`src/rtl/uart_irq_reg.sv`:
```
module uart_irq_reg #(
  parameter int ADDR_W    = 3,
  parameter int IE_ADDR   = 2,
  parameter int DATA_ADDR = 0,
  parameter int LSR_ADDR  = 5
) (
  input  logic              clk,
  input  logic              rst_n,
  input  logic [ADDR_W-1:0] addr,
  input  logic              rd_en,
  input  logic              wr_en,
  input  logic [7:0]        wdata,
  output logic [7:0]        rdata,
  input  logic              ev_lsr_err,
  input  logic              ev_rx_ready,
  input  logic              ev_tx_empty,
  output logic              irq
);

  localparam logic [ADDR_W-1:0] A_IE   = IE_ADDR[ADDR_W-1:0];
  localparam logic [ADDR_W-1:0] A_DATA = DATA_ADDR[ADDR_W-1:0];
  localparam logic [ADDR_W-1:0] A_LSR  = LSR_ADDR[ADDR_W-1:0];

  logic [2:0] en, pend, ev_q;
  wire  [2:0] ev = {ev_lsr_err, ev_rx_ready, ev_tx_empty};

  wire ie_rd  = rd_en && addr == A_IE;
  wire ie_wr  = wr_en && addr == A_IE;
  wire lsr_rd = rd_en && addr == A_LSR;
  wire rbr_rd = rd_en && addr == A_DATA;
  wire thr_wr = wr_en && addr == A_DATA;

  // internal order: [2] line status, [1] receive, [0] transmit
  wire [2:0] en_nxt = ie_wr ? {wdata[6], wdata[4], wdata[5]} : en;
  wire [2:0] rise   = ev & ~ev_q;
  wire [2:0] clr    = {lsr_rd, rbr_rd, ie_rd | thr_wr};
  wire       unused_wbits = ^{wdata[7], wdata[3:0]};

  always_ff @(posedge clk or negedge rst_n)
    if (!rst_n) begin
      en   <= '0;
      pend <= '0;
      ev_q <= '0;
    end else begin
      en   <= en_nxt;
      pend <= ((pend & ~clr) | (rise & en)) & en_nxt;
      ev_q <= ev;
    end

  assign rdata = ie_rd ? {1'b0, en[2], en[0], en[1], 1'b0, pend} : 8'h00;
  assign irq   = |pend;

  AST_PEND_NEEDS_EN: assert property (@(posedge clk) disable iff (!rst_n)
    (pend & ~en) == 3'b000);
  AST_SET_ON_EVENT: assert property (@(posedge clk) disable iff (!rst_n)
    ((pend & ~$past(pend)) & ~$past(ev)) == 3'b000);
  AST_LSR_CLEAR: assert property (@(posedge clk) disable iff (!rst_n)
    (rd_en && addr == A_LSR && !ev_lsr_err) |=> !pend[2]);
  AST_RBR_CLEAR: assert property (@(posedge clk) disable iff (!rst_n)
    (rd_en && addr == A_DATA && !ev_rx_ready) |=> !pend[1]);
  AST_THRE_CLEAR: assert property (@(posedge clk) disable iff (!rst_n)
    (((rd_en && addr == A_IE) || (wr_en && addr == A_DATA)) && !ev_tx_empty)
      |=> !pend[0]);
  AST_IRQ_HOLD: assert property (@(posedge clk) disable iff (!rst_n)
    (irq && !rd_en && !wr_en) |=> irq);
  AST_IE_WRITE: assert property (@(posedge clk) disable iff (!rst_n)
    (wr_en && addr == A_IE) |=> (en == {$past(wdata[6]), $past(wdata[4]), $past(wdata[5])}));

endmodule

```
`config.mk`:
```
export PLATFORM = sky130hd
export DESIGN_NAME = uart_irq_reg
export DESIGN_NICKNAME = d
export VERILOG_FILES = /design/src/rtl/uart_irq_reg.sv
export SDC_FILE = /design/constraint.sdc
export NUM_CORES = 1
export LEC_CHECK = 0
export BUFFER_PORTS_ARGS = -buffer_cell sky130_fd_sc_hd__buf_2
export CAP_MARGIN = 20
export CORE_AREA = 3 3 40 42
export DETAILED_ROUTE_END_ITERATION = 10
export DIE_AREA = 0 0 43 45
export PLACE_DENSITY_LB_ADDON = 0.05
export RECOVER_POWER = 25
export SLEW_MARGIN = 20
export SYNTH_ARGS = -nofsm -noshare
export SYNTH_HDL_FRONTEND = slang
export SYNTH_SLANG_ARGS = --single-unit
```
`constraint.sdc`:
```
create_clock -name clk -period 1 [get_ports clk]
set_input_delay 0 -clock clk [delete_from_list [all_inputs] [get_ports clk]]
set_output_delay 0 -clock clk [all_outputs]
set_load 0.005 [all_outputs]
```
# Yosys cells after proc, flatten, opt, wreduce, memory -nomap -nowiden
# Index checks and enable logic that the tools add are counted.
# totals
output_inout_bits,9
ff_bits,9
inputBits,18
# classes
eq_ne,2
n_reduce_logical,7
bitwise,8
mux,2
# op_table
cell,n
3-bit AND,4
7-bit two-way mux,1
3-bit inverter,2
1-bit logical AND,5
"3-bit by 2-bit equality test with 1-bit output, second input constant",1
"3-bit equality test, second input constant",1
3-bit zero test,1
3-bit two-way mux,1
3-bit bitwise OR,1
3-bit OR reduction,1
1-bit bitwise OR,1

# Logic depth before layout (Yosys ltp)
# logic_depth
ltp_word,7
depth_mapped,4

# Worst setup path after synthesis
# Ideal clock, no wire load.
# synth_path
path_type,input-to-reg
start,input port addr[0]
end,register pend[2]
arrival_ns,0.815
path_slack_ns,0.059
cell_stages,4
cell_sequence,nor4bb_1 > buf_4 > mux2_4 > o311a_1
# synth_between
elab_cells_between_ends,9
# synth_lines
item,line,source
from (decl),9,"input logic [ADDR_W-1:0] addr,"
3-bit by 2-bit equality test with 1-bit output,28,wire ie_wr = wr_en && addr == A_IE;
1-bit logical AND,28,
3-bit two-way mux,34,"wire [2:0] en_nxt = ie_wr ? {wdata[6], wdata[4], wdata[5]} : en;"
net en_nxt[2],34,
3-bit AND,46,pend <= ((pend & ~clr) | (rise & en)) & en_nxt;
to (signal assigned),46,
to (decl),24,"logic [2:0] en, pend, ev_q;"
# The timed path passes the listed nets, and every way through them passes these cells.

# Final worst setup path
# layout_path
start,register pend[0]
end,output port irq
# layout_between
elab_chain_len,1
# layout_lines
item,line,source
3-bit OR reduction,51,assign irq = |pend;
to (decl),17,output logic irq
# Every way passes these cells.

==> impl_results.md <==
* Status: finished with violations
* Violations in the final reports: setup timing
* Critical Path Source: pend[0]
* CORE AREA at 0.00128 mm2
* Fin crit period at 1.12 ns
* Largest net degree at the start of global routing at 10
* Final worst slack at -0.123 ns
* Tot Pwr at 934 uW
* Post-synth EDFFs at 0
* Synth Area in Simple Gates at 0.198
* H-Tree Depth at 1
* Metal3 WL at 51 um
* # IOs at 27
* Vias in the first global route at 403
* Clk buf depth at 2
* Vert. Die Dim at ~45 um
* CTS tree: built
* Cell Rows at 13
* Max cap viols at 0
* RR Startpoint: pend[0]
* DRT Pass-1 Iters at 2
* Via count at 429
* Gr ovfl total at 0
* Reg2reg end: pend[0]
* Synth Area per Inst at 10.9 um2
* Drt via density at about 4.6
* Worst-margin pin slew at slightly above 0.5 ns
* Req. time, crit path at 1.00 ns
* Die width at 43 um
* Setup TNS at -0.145 ns
* Setup crit end kind: primary output
* Leakage Power at 0.000384 uW
* Inserted Clock Buffers at 3
* Top sig layer: met3
* Yosys cell types at 22
* Synth Flop Type: dfrtp_1
* Area grow syn2layout at 54.8%
* Fin. max-slew vios at 0
* CTS root buf: clkbuf_4
* Nets@finish at 97
* Detail Route Antenna Nets at 0
* Ratio of cells with drive above 1 in the final layout at 0.410
* PwrDens at approximately 1300 mW/mm2
* FILL cells at 130
* Post-synthesis adder-cell area fraction at 0
* Startpoint Class: flop
* Setup Viol. Count Final at 3
* CTS clk-pin slew, worst paths at 0.05 ns
* Register area share after synthesis at 0.481
* Initial Utilization at 0.364
* First-pass GRT wire length at 1620 um
* GPL Wtd Cong at 0.732
* Post-synthesis instance total at 43
* Routed wire length at ~1000 um
* R2R Setup Slk at approximately 0.050 ns
* Compound-Gate Fraction of Synth Area at 0.139
* Clock skew at between 0.005 and 0.006 ns
* Period Utilization, post-route at 1.12
* Antenna violations before repair at 0
* Arrival @ worst endpoint at 1.12 ns
* Critical Path Sink: irq
* Peak VDD IR at between 900 and 1000 uV
* Post-DP HPWL at 785 um
* Slew margin rel. at 0.663
* Hold Violations, Final at 0
* Detailed Route Iter0 Violations at 3
* Final Instance Area at 724 um2
* Drc violations at 0
* DIE AREA at 0.00194 mm2
* Largest family of logic cells by synthesized area: simple AND/OR/NAND/NOR gates
* Crit-path max FO at 2
* Sink Count at 9
* Max Clk Rate at 891 MHz
* IO Port Bufs at 19
* #FFs+latches synth at 9
* Worst skew pair latency at 0.26 ns
* Diode count at 0
* DR WL met2 at 479 um
* Routed len/inst at 11.2 um
* Xor-xnor portion of the synthesized cell area at 0
* Synth warnings at 0
* FF-to-FF path depth at 3
* Pre-CTS setup slack at -0.106 ns
* Core Util, Final at 0.564
* Total GRT Usage at 0.117
* Crit path kind: flop to primary output
* Synthesized area at 468 um2
* Worst hold path class: primary input to flop
* Mux contribution to synthesized area at 0.102
* Area after DPL at ~600 um2
* M1 WL at 510 um
* Post-synth ARST share at 1.00
* RSZ-0062 raised after global routing: yes
per-layer routing:
| layer | track usage | vias to the layer above |
|---|---|---|
| met1 | 0.149 | 200 |
| met5 | 0 | - |
| li1 | - | 218 |
| met4 | 0.0542 | 0 |
| met2 | 0.183 | 11 |
| met3 | 0.0359 | 0 |
metrics by stage:
step / cells / hold slack, ns
2_1_floorplan: 44 / -0.296
3_3_place_gp: 80 / -0.130
3_5_place_dp: 80 / -0.130
4_1_cts: 93 / 0.118
5_1_grt: 93 / 0.150
6_report: 93 / 0.129
placed cells by master, fill, tap and decap left out, types with 2 or more instances in the layout:
cell type / synthesis / routed
nand2b_1: 3 / 3
inv_1: 3 / 3
dfrtp_1: 9 / 9
conb_1: 1 / 2
buf_4: 3 / 6
o31ai_1: 2 / 2
buf_2: 0 / 17
clkbuf_1: 0 / 2
buf_6: 0 / 2
and2_1: 6 / 5
clkbuf_4: 0 / 3
a221oi_1: 2 / 2
dlygate4sd3_1: 0 / 7
critical path, stage by stage, from the launching register on:
cell and delay, ns:
dfrtp_1 0.40, or3_1 0.34, buf_2 0.13
layout make-up:
class	count	area, um2	area share
Clock buffer	4	26.3	0.0363
Multi-Input combinational cell	29	216	0.299
Sequential cell	9	225	0.311
Tap cell	15	18.8	0.0259
Inverter	3	11.3	0.0155
Timing Repair Buffer	33	226	0.313
cells by family after synthesis:
| family | after synthesis |
|---|---|
| buffers and inverters | 6 |
| DFF | 9 |
| and+or+nand+nor | 15 |
| other | 1 |
| AOI/OAI and AO/OA | 8 |
| muxes | 4 |
cell usage after synthesis, types with 2 or more instances:
cell,instances,share of area
buf_4,3,0.048
dfrtp_1,9,0.48
and2_1,6,0.080
a221oi_1,2,0.037
o31ai_1,2,0.032
nand2b_1,3,0.040
inv_1,3,0.024
registers in the layout, indices dropped and copies added, names as in the netlist:
signal  count
en          3
ev_q        3
pend        3
power breakdown:
group	internal (uW)	switching, uW
combinational	137	85.0
clock	153	116
sequential	413	30.2
total	703	231
worst min-delay path by stage:
stage / from / endpoint / cells past startpoint
2_1_floorplan: rst_n / en[0] / 0
3_3_place_gp: rst_n / pend[1] / 1
3_5_place_dp: rst_n / ev_q[0] / 1
4_1_cts: rst_n / en[2] / 2
5_1_grt: rd_en / pend[0] / 4
6_report: rd_en / pend[0] / 4
timing repair:
item,in CTS,in global routing
pin swaps,0,0
resized for setup,0,4
hold endpoints to repair,16,0
setup buffers,2,0
hold buffers,7,0
setup endpoints to repair,1,4
Note: power is estimated with default switching activity, not from simulation.
